--- config.mk ---
export PLATFORM = sky130hd
export DESIGN_NAME = pd_shutdown_seq
export DESIGN_NICKNAME = d
export VERILOG_FILES = /design/src/rtl/pd_seq_pkg.sv /design/src/rtl/pd_pick.sv /design/src/rtl/pd_ctrl_bank.sv /design/src/rtl/pd_seq_fsm.sv /design/src/rtl/pd_shutdown_seq.sv
export SDC_FILE = /design/constraint.sdc
export NUM_CORES = 1
export LEC_CHECK = 0
export ABC_AREA = 1
export BUFFER_PORTS_ARGS = -buffer_cell sky130_fd_sc_hd__clkbuf_2
export CAP_MARGIN = 20
export CORE_MARGIN = 2
export CORE_UTILIZATION = 46
export CTS_CLUSTER_SIZE = 10
export DETAILED_ROUTE_END_ITERATION = 10
export PLACE_DENSITY = 0.86
export SLEW_MARGIN = 25
export SYNTH_ARGS = -nofsm -noshare
export SYNTH_HDL_FRONTEND = slang
export SYNTH_SLANG_ARGS = --single-unit
--- constraint.sdc ---
create_clock -name clk -period 2.35 [get_ports clk]
set_input_delay 0.1175 -clock clk [delete_from_list [all_inputs] [get_ports clk]]
set_output_delay 0.1175 -clock clk [all_outputs]
set_load 0.02 [all_outputs]
--- src/rtl/pd_seq_pkg.sv ---
package pd_seq_pkg;

    localparam int CW_W      = 7;
    localparam int B_RSTN    = 0;
    localparam int B_ISO     = 1;
    localparam int B_PON     = 2;
    localparam int B_PON2    = 3;
    localparam int B_CKOFF   = 4;
    localparam int B_SRCKISO = 5;
    localparam int B_SRISON  = 6;

    // powered-up word: reset released, both switches on, SRAM not isolated
    localparam logic [CW_W-1:0] CW_ON = 7'b100_1101;

    typedef enum logic [3:0] {
        ST_IDLE,
        ST_UNLOCK,
        ST_PICK,
        ST_ISO,
        ST_SRCK,
        ST_SRISO,
        ST_L1REQ,
        ST_L1WAIT,
        ST_RST,
        ST_CKOFF,
        ST_PON_OFF,
        ST_PON2_OFF,
        ST_STAWAIT,
        ST_DONE
    } seq_state_e;

    typedef enum logic [3:0] {
        OP_NONE,
        OP_ISO,
        OP_SRCK,
        OP_SRISO,
        OP_L1,
        OP_RST,
        OP_CKOFF,
        OP_PON,
        OP_PON2
    } step_op_e;

endpackage

--- src/rtl/pd_pick.sv ---
module pd_pick #(
    parameter int N  = 3,
    parameter int IW = 2
) (
    input  logic [N-1:0]  req_i,
    output logic          found_o,
    output logic [IW-1:0] idx_o
);
    // lowest pending index wins, giving ascending service order
    always_comb begin
        found_o = 1'b0;
        idx_o   = '0;
        for (int i = N - 1; i >= 0; i--) begin
            if (req_i[i]) begin
                found_o = 1'b1;
                idx_o   = IW'(i);
            end
        end
    end
endmodule

--- src/rtl/pd_ctrl_bank.sv ---
module pd_ctrl_bank
    import pd_seq_pkg::*;
#(
    parameter int N  = 3,
    parameter int IW = 2
) (
    input  logic              clk,
    input  logic              rst_n,
    input  step_op_e          op_i,
    input  logic [IW-1:0]     sel_i,
    output logic [N*CW_W-1:0] ctrl_o,
    output logic [N-1:0]      l1_req_o
);
    for (genvar g = 0; g < N; g++) begin : g_dom
        logic [CW_W-1:0] word_q;
        logic            l1_q;

        always_ff @(posedge clk or negedge rst_n) begin
            if (!rst_n) begin
                word_q <= CW_ON;
                l1_q   <= 1'b0;
            end else if (sel_i == IW'(g)) begin
                case (op_i)
                    OP_ISO:   word_q[B_ISO]     <= 1'b1;
                    OP_SRCK:  word_q[B_SRCKISO] <= 1'b1;
                    OP_SRISO: word_q[B_SRISON]  <= 1'b0;
                    OP_L1:    l1_q              <= 1'b1;
                    OP_RST:   word_q[B_RSTN]    <= 1'b0;
                    OP_CKOFF: word_q[B_CKOFF]   <= 1'b1;
                    OP_PON:   word_q[B_PON]     <= 1'b0;
                    OP_PON2:  word_q[B_PON2]    <= 1'b0;
                    default:  ;
                endcase
            end
        end

        assign ctrl_o[g*CW_W +: CW_W] = word_q;
        assign l1_req_o[g]            = l1_q;
    end
endmodule

--- src/rtl/pd_seq_fsm.sv ---
module pd_seq_fsm
    import pd_seq_pkg::*;
#(
    parameter int N  = 3,
    parameter int IW = 2
) (
    input  logic          clk,
    input  logic          rst_n,
    input  logic          start_i,
    input  logic [N-1:0]  mask_i,
    input  logic [N-1:0]  ack_i,
    input  logic [N-1:0]  off_i,
    output step_op_e      op_o,
    output logic [IW-1:0] sel_o,
    output logic          busy_o,
    output logic          done_o,
    output logic          unlock_o
);
    seq_state_e    state_q, state_d;
    logic [N-1:0]  pend_q;
    logic [IW-1:0] cur_q;
    logic          any_pend;
    logic [IW-1:0] nxt_idx;

    pd_pick #(.N(N), .IW(IW)) u_pick (
        .req_i   (pend_q),
        .found_o (any_pend),
        .idx_o   (nxt_idx)
    );

    always_comb begin
        state_d = state_q;
        unique case (state_q)
            ST_IDLE:     if (start_i) state_d = ST_UNLOCK;
            ST_UNLOCK:   state_d = ST_PICK;
            ST_PICK:     state_d = any_pend ? ST_ISO : ST_DONE;
            ST_ISO:      state_d = ST_SRCK;
            ST_SRCK:     state_d = ST_SRISO;
            ST_SRISO:    state_d = ST_L1REQ;
            ST_L1REQ:    state_d = ST_L1WAIT;
            ST_L1WAIT:   if (ack_i[cur_q]) state_d = ST_RST;
            ST_RST:      state_d = ST_CKOFF;
            ST_CKOFF:    state_d = ST_PON_OFF;
            ST_PON_OFF:  state_d = ST_PON2_OFF;
            ST_PON2_OFF: state_d = ST_STAWAIT;
            ST_STAWAIT:  if (off_i[cur_q]) state_d = ST_PICK;
            ST_DONE:     state_d = ST_IDLE;
            default:     state_d = ST_IDLE;
        endcase
    end

    always_ff @(posedge clk or negedge rst_n) begin
        if (!rst_n) begin
            state_q <= ST_IDLE;
            pend_q  <= '0;
            cur_q   <= '0;
        end else begin
            state_q <= state_d;
            if (state_q == ST_IDLE && start_i)
                pend_q <= mask_i;
            if (state_q == ST_PICK && any_pend)
                cur_q <= nxt_idx;
            if (state_q == ST_STAWAIT && off_i[cur_q])
                pend_q[cur_q] <= 1'b0;
        end
    end

    always_comb begin
        op_o     = OP_NONE;
        busy_o   = (state_q != ST_IDLE);
        done_o   = (state_q == ST_DONE);
        unlock_o = (state_q == ST_UNLOCK);
        unique case (state_q)
            ST_ISO:      op_o = OP_ISO;
            ST_SRCK:     op_o = OP_SRCK;
            ST_SRISO:    op_o = OP_SRISO;
            ST_L1REQ:    op_o = OP_L1;
            ST_RST:      op_o = OP_RST;
            ST_CKOFF:    op_o = OP_CKOFF;
            ST_PON_OFF:  op_o = OP_PON;
            ST_PON2_OFF: op_o = OP_PON2;
            default:     op_o = OP_NONE;
        endcase
    end

    assign sel_o = cur_q;
endmodule

--- src/rtl/pd_shutdown_seq.sv ---
module pd_shutdown_seq
    import pd_seq_pkg::*;
#(
    parameter int          N_DOM      = 3,
    parameter int          STA_W      = 32,
    parameter int          STA_BASE   = 10,
    parameter logic [15:0] UNLOCK_KEY = 16'hC3A5
) (
    input  logic                 clk,
    input  logic                 rst_n,
    input  logic                 start_i,
    input  logic [N_DOM-1:0]     dom_mask_i,
    input  logic [N_DOM-1:0]     l1_ack_i,
    input  logic [STA_W-1:0]     pwr_sta_i,
    input  logic [STA_W-1:0]     pwr_sta2_i,
    output logic [N_DOM*7-1:0]   ctrl_o,
    output logic [N_DOM-1:0]     l1_req_o,
    output logic                 cfg_we_o,
    output logic [31:0]          cfg_o,
    output logic                 busy_o,
    output logic                 done_o
);
    localparam int IW = (N_DOM > 1) ? $clog2(N_DOM) : 1;

    step_op_e      op;
    logic [IW-1:0] sel;
    logic [N_DOM-1:0] dom_off;

    for (genvar d = 0; d < N_DOM; d++) begin : g_off
        assign dom_off[d] = ~pwr_sta_i[STA_BASE + d] & ~pwr_sta2_i[STA_BASE + d];
    end

    pd_seq_fsm #(.N(N_DOM), .IW(IW)) u_fsm (
        .clk      (clk),
        .rst_n    (rst_n),
        .start_i  (start_i),
        .mask_i   (dom_mask_i),
        .ack_i    (l1_ack_i),
        .off_i    (dom_off),
        .op_o     (op),
        .sel_o    (sel),
        .busy_o   (busy_o),
        .done_o   (done_o),
        .unlock_o (cfg_we_o)
    );

    pd_ctrl_bank #(.N(N_DOM), .IW(IW)) u_bank (
        .clk      (clk),
        .rst_n    (rst_n),
        .op_i     (op),
        .sel_i    (sel),
        .ctrl_o   (ctrl_o),
        .l1_req_o (l1_req_o)
    );

    assign cfg_o = cfg_we_o ? {UNLOCK_KEY, 16'h0001} : 32'h0;
endmodule

Word level (Yosys, flattened, before mapping)
Memory sizes are Yosys's and may differ from the RTL's.
Cells that the tools add are included.
- memories: 1
- output and inout bits: 59
- memory bits (read-only): 64
- bits in registers: 33
- memory bits (writable): 0
- input port bits: 73
- bits in latches: 0
- memory list (memory ; depth ; bits a word ; read ports ; clocked after Yosys merged registers in ; write ports ; line ; source):
    (no name shown) ; 16 ; 4 ; 1 ; 0 ; 0 ; pd_seq_fsm.sv:73 ; unique case (state_q)
- shift-type cells: 0
- reduce and logical (&&, ||, !) cells: 32
- $mul: 0
- $add $sub $neg: 0
- equality and inequality tests: 26
- magnitude comparators: 2
- bitwise logic cells: 11
- div/mod/pow operators: 0
- muxes and demuxes: 20
- operators with widths (kind ; count):
    $pmux W4 S13 ; 1
    $reduce_and A2 Y1 ; 24
    $eq A4 B3 Y1 const B ; 8
    $mux W32 ; 1
    $eq A4 B4 Y1 const B ; 7
    $eq A4 B2 Y1 const B ; 4
    $mux W4 ; 4
    $eq A4 B1 Y1 const B ; 2
    $mux W1 ; 6
    $mux W2 ; 3
    $mux W3 ; 2
    $not A1 Y1 ; 6
    $bmux W1 S2 ; 2
    $logic_and A1 B1 Y1 ; 4
    $logic_not A4 Y1 ; 1
    $ne A2 B2 Y1 const B ; 2
    $reduce_bool A4 Y1 ; 1
    $and A1 B1 Y1 ; 3
    $and A3 B3 Y3 ; 1
    $lt A2 B3 Y1 const B ; 1
    $not A3 Y3 ; 1
    $reduce_and A3 Y1 ; 1
    $demux W1 S2 ; 1
    $eq A2 B1 Y1 const B ; 1
    4 further kinds ; 4

Longest topological paths before layout
- depth after elaboration: 7
- mapped depth: 9
- mapped depth without buffers: 9

By module
From an unflattened synthesis, not the netlist that was laid out.
- cell total of the unflattened synthesis: 280
- area total of the unflattened synthesis: 2152.1 sq um
- modules (own cells, without submodules) (module ; times used ; cells each ; area each (sq um)):
    pd_ctrl_bank ; 1 ; 114 ; 1044.8
    pd_seq_fsm ; 1 ; 123 ; 820.8
    pd_shutdown_seq ; 1 ; 36 ; 255.2
    pd_pick ; 1 ; 7 ; 31.3

Least setup slack after synthesis
Ideal clock, no wire load.
- path kind: reg2reg
- start point: register u_fsm.state_q[0]
- end point: register u_fsm.state_q[0]
- data arrival time: 1349 ps
- required time: 2233 ps
- slack: 884 ps
- cell stages (with the launch flop): 9
- clock period less this slack: 1466 ps
- cells stage by stage: dfrtp_1 inv_1 ha_1 nand2_1 nor2_1 nor2_1 nand2_1 nand2_1 nand2_1
- longest elaborated chain between the ends: 3
- elaborated cells between the ends (all ways): 18
- classes of those cells: 15 x eq/ne; 1 x mux; 2 x reduce/logical
- RTL lines (element ; line ; source):
    start: declaration ; pd_seq_fsm.sv:19 ; seq_state_e state_q, state_d;
    start signal: assignment ; pd_seq_fsm.sv:58 ; state_q <= state_d;
    $eq A4 B4 Y1, or another cell as far along ; pd_seq_fsm.sv:33 ; unique case (state_q)
    $ne A2 B2 Y1 (no source line) / $ne A2 B1 Y1 (equally long branches) ; n/a ;
    $reduce_and A3 Y1 (no source line) ; n/a ;
Parallel ways exist; a longest one is shown, timed or not.
A chain may end at the register's enable or synchronous reset.

Final worst setup path
- start point: register u_fsm.state_q[3]
- end point: output cfg_o[31]
- longest elaborated chain between the ends: 2
- RTL lines (element ; line ; source):
    $eq A4 B1 Y1 ; pd_seq_fsm.sv:72 ; unlock_o = (state_q == ST_UNLOCK);
    $mux W32 ; pd_shutdown_seq.sv:56 ; assign cfg_o = cfg_we_o ? {UNLOCK_KEY, 16'h0001} : 32'h0;
    end: declaration ; pd_shutdown_seq.sv:19 ; output logic [31:0] cfg_o,
No other way between the ends.

==> summary.md <==
| Metric | Value |
|---|---|
| Worst Path Max Fanout | 10 |
| Sw power | 1.374 mW |
| Post-CTS sizing | 0 |
| Max_cap viols | 0 |
| Fin cells | 367 |
| Sequential area share after synthesis | 41.28% |
| Antenna diodes | 0 |
| DRC viols | 0 |
| Die extent in x | 70.55 um |
| Post-DP HPWL | 2.923 mm |
| Final count of hold timing violations | 0 |
| Critical setup path kind | reg -> out |
| DP Cell Count | 358 |
| Fmax | 560.9 MHz |
| Clock network power share | 14.5% |
| Final period util | 75.86% |
| Internal Power | 1.383 mW |
| Yosys warnings | 0 |
| Clock transition at path regs | 0.07 ns |
| Fillers | 445 |
| Unrepaired setup endpoints after global routing | false |
| First-pass GRT wire length | 6.527 mm |
| Initial Util | 47.11% |
| Sink Count | 33 |
| Core area | 0.004324 mm^2 |
| Vias in the first global route | 1497 |
| DRT antenna net count | 0 |
| GR Overflow Total | 0 |
| CP Capture Type | output pin |
| Switch share | 49.84% |
| Cell variety after synth | 21 |
| Total area of sequential cells | 840.8 um^2 |
| Final Max Tran Viols | 0 |
| Num CTS Buffers | 5 |
| Height of the die | 70.55 um |
| Pre-CTS setup slack | 0.7188 ns |
| FF+latch count, synth | 33 |
| Peak per-stage delay on the critical path | 0.46 ns |
| Clock Latency Late Sink | 0.28 ns |
| I/O pins | 132 |
| Status | finished, final reports clean |
| Final setup margin | 0.5673 ns |
| Power density over the cells | 1217 mW/mm^2 |
| Arr. time, crit path | 1.67 ns |
| Layout cells sized above 1 | 26.98% |
| Routability Congestion | 0.8644 |
| Syn avg cell area | 7.572 um^2 |
| Die footprint | 0.004977 mm^2 |
| Fin Clk Skew | 0.004167 ns |
| H-tree depth | 2 |
| Final WL | 3.798 mm |
| Worst-Margin Slew | 0.8044 ns |
| CTS tree | yes |
| Slew Limit Headroom | 46.38% |
| Initial drt markers | 97 |
| Top Family by Delay on Critical Path | simple AND/OR/NAND/NOR gates |
| Hold Crit Class | in -> reg |
| WP data required | 2.23 ns |
| Pleak | 1.321 nW |
| Drt via density | 4.572 |
| Area Growth Syn to Fin | 11.18% |
| All-layer global routing usage | 16.20% |
| Fin nets | 392 |
| Design Power | 2.757 mW |
| CTS Buffer Depth | 2 |
| Area of the multi-input gates | 828.3 um^2 |
| Setup violators final | 0 |
| Sequential share of power | 31.4% |
| Setup tns final | 0 ns |
| Tmin final | 1.783 ns |
| Critical path's slowest cell | dfrtp_1 |
| Router iterations before antenna repair | 4 |
| Synth Instances | 269 |
| Mean routed wirelength per cell | 10.35 um |
| Via count | 1678 |
| Rows | 24 |
| Mapped Area | 0.002037 mm^2 |
| Worst IR Drop VDD | 0.0005830 V |
| Root Driver | clkbuf_8 |
| Largest net degree at the start of global routing | 34 |
| Logic gate share of total power | 54.1% |
| Cell Chain, Critical Path | nor2_2 -> nand2_1 -> inv_1 -> clkbuf_2 |
| PortBufs | 50 |
| CP startpoint kind | flop |
| Initial antenna violation count | 0 |
| CP bufs+invs | 2 |
[synth_stat cells, drive strengths merged]
cell type  count  area (um^2)
a21oi          1        5.000
buf           35        262.8
conb           1        3.750
dfrtp         21        525.5
dfstp         12        315.3
ha             5        62.56
inv           50        187.7
nand2         66        257.8
nand3         25        137.6
nand4          7        43.79
nor2          33        161.4
o21a           1        7.510
o21ai         11        58.81
o21bai         1        7.510
[final cells by class]
| type | count | share of cell area (%) |
|---|---|---|
| flip-flops and latches | 33 | 37.13 |
| multi-input cells | 173 | 36.57 |
| repair buffers | 51 | 11.49 |
| inverters | 50 | 8.287 |
| clock buffers | 6 | 3.204 |
| well taps | 52 | 2.873 |
| clock inverters | 2 | 0.4420 |
[per-stage QoR]
stage                     instance area, um^2  util [%]  hold slack [ns]
after detailed placement                 2172     50.23           0.2428
after global routing                     2265     52.37           0.2058
after floorplan                          2120         -          -0.1781
after CTS                                2265     52.37           0.1618
after global placement                   2172     50.23           0.2355
final                                    2265     52.37           0.1682
[registers in the layout, summed over array words and instances, names as in the netlist]
register	cells
u_bank.g_dom.word_q	21
u_fsm.state_q	4
u_bank.g_dom.l1_q	3
u_fsm.pend_q	3
u_fsm.sel_o	2
[repair_timing]
action | in CTS | in global routing
endpoints found under the setup margin | 0 | 0
buffers inserted | 0 | 0
endpoints found under the hold margin | 21 | 0
hold buffers | 1 | 0
[worst register-to-register path, delay by kind of cell, from the launching register on]
| family | cells | cell delay [ns] |
|---|---|---|
| simple gates | 5 | 0.66 |
| fa+ha+maj | 1 | 0.30 |
| flops | 1 | 0.43 |
| buf+inv | 2 | 0.23 |
[worst paths after layout]
path | from | end | slack [ns] | cells past startpoint
worst min register to register | u_bank.g_dom[0].word_q[0]$_DFFE_PN1P_ | u_bank.g_dom[0].word_q[0]$_DFFE_PN1P_ | 0.44 | 2
min in group asynchronous | rst_n | u_fsm.state_q[1]$_DFFE_PN0P_ | 0.46 | 2
max in group asynchronous | rst_n | u_fsm.pend_q[0]$_DFF_PN0_ | 1.38 | 2
worst max-delay path | u_fsm.state_q[3]$_DFFE_PN0P_ | cfg_o[31] | 0.57 | 4
worst min-delay path | dom_mask_i[1] | u_fsm.pend_q[1]$_DFF_PN0_ | 0.17 | 5
worst max register to register | u_fsm.state_q[0]$_DFFE_PN0P_ | u_fsm.state_q[0]$_DFFE_PN0P_ | 0.69 | 8
[logic make-up after synthesis]
family                     after synthesis  synth area share [%]
AOI/OAI and AO/OA                       14                 3.870
adders and majority gates                5                 3.071
buffers and inverters                   85                 22.11
DFF                                     33                 41.28
other                                    1                0.1841
and+or+nand+nor                        131                 29.48
[cells in the final DEF (no fill, tap or decap), types with 5 or more instances in the layout]
cell type  instances
nand2_1           64
clkbuf_2          50
inv_1             47
nor2_1            24
nand3_1           24
conb_1            23
dfrtp_1           21
dfstp_2           12
o21ai_0           10
nand4_1            7
nor2_2             6
ha_1               5
clkbuf_8           5
[power groups by stage]
| stage | logic (mW) | registers [mW] | clock network, mW |
|---|---|---|---|
| 4_1_cts | 1.49 | 0.867 | 0.413 |
| 3_3_place_gp | 1.46 | 0.869 | 0 |
| 6_report | 1.49 | 0.866 | 0.400 |
| 5_1_grt | 1.66 | 0.888 | 0.445 |
| 2_1_floorplan | 1.17 | 0.948 | 0 |
| 3_5_place_dp | 1.49 | 0.876 | 0 |
[routing by layer]
layer / routed length, um / vias up / GRT usage, %
met4: 39 / 0 / 4.403
li1: - / 851 / -
met2: 1789 / 60 / 27.25
met5: 0 / - / 0
met1: 1698 / 760 / 21.23
met3: 270 / 7 / 3.704
(Power assumes the default switching activity.)
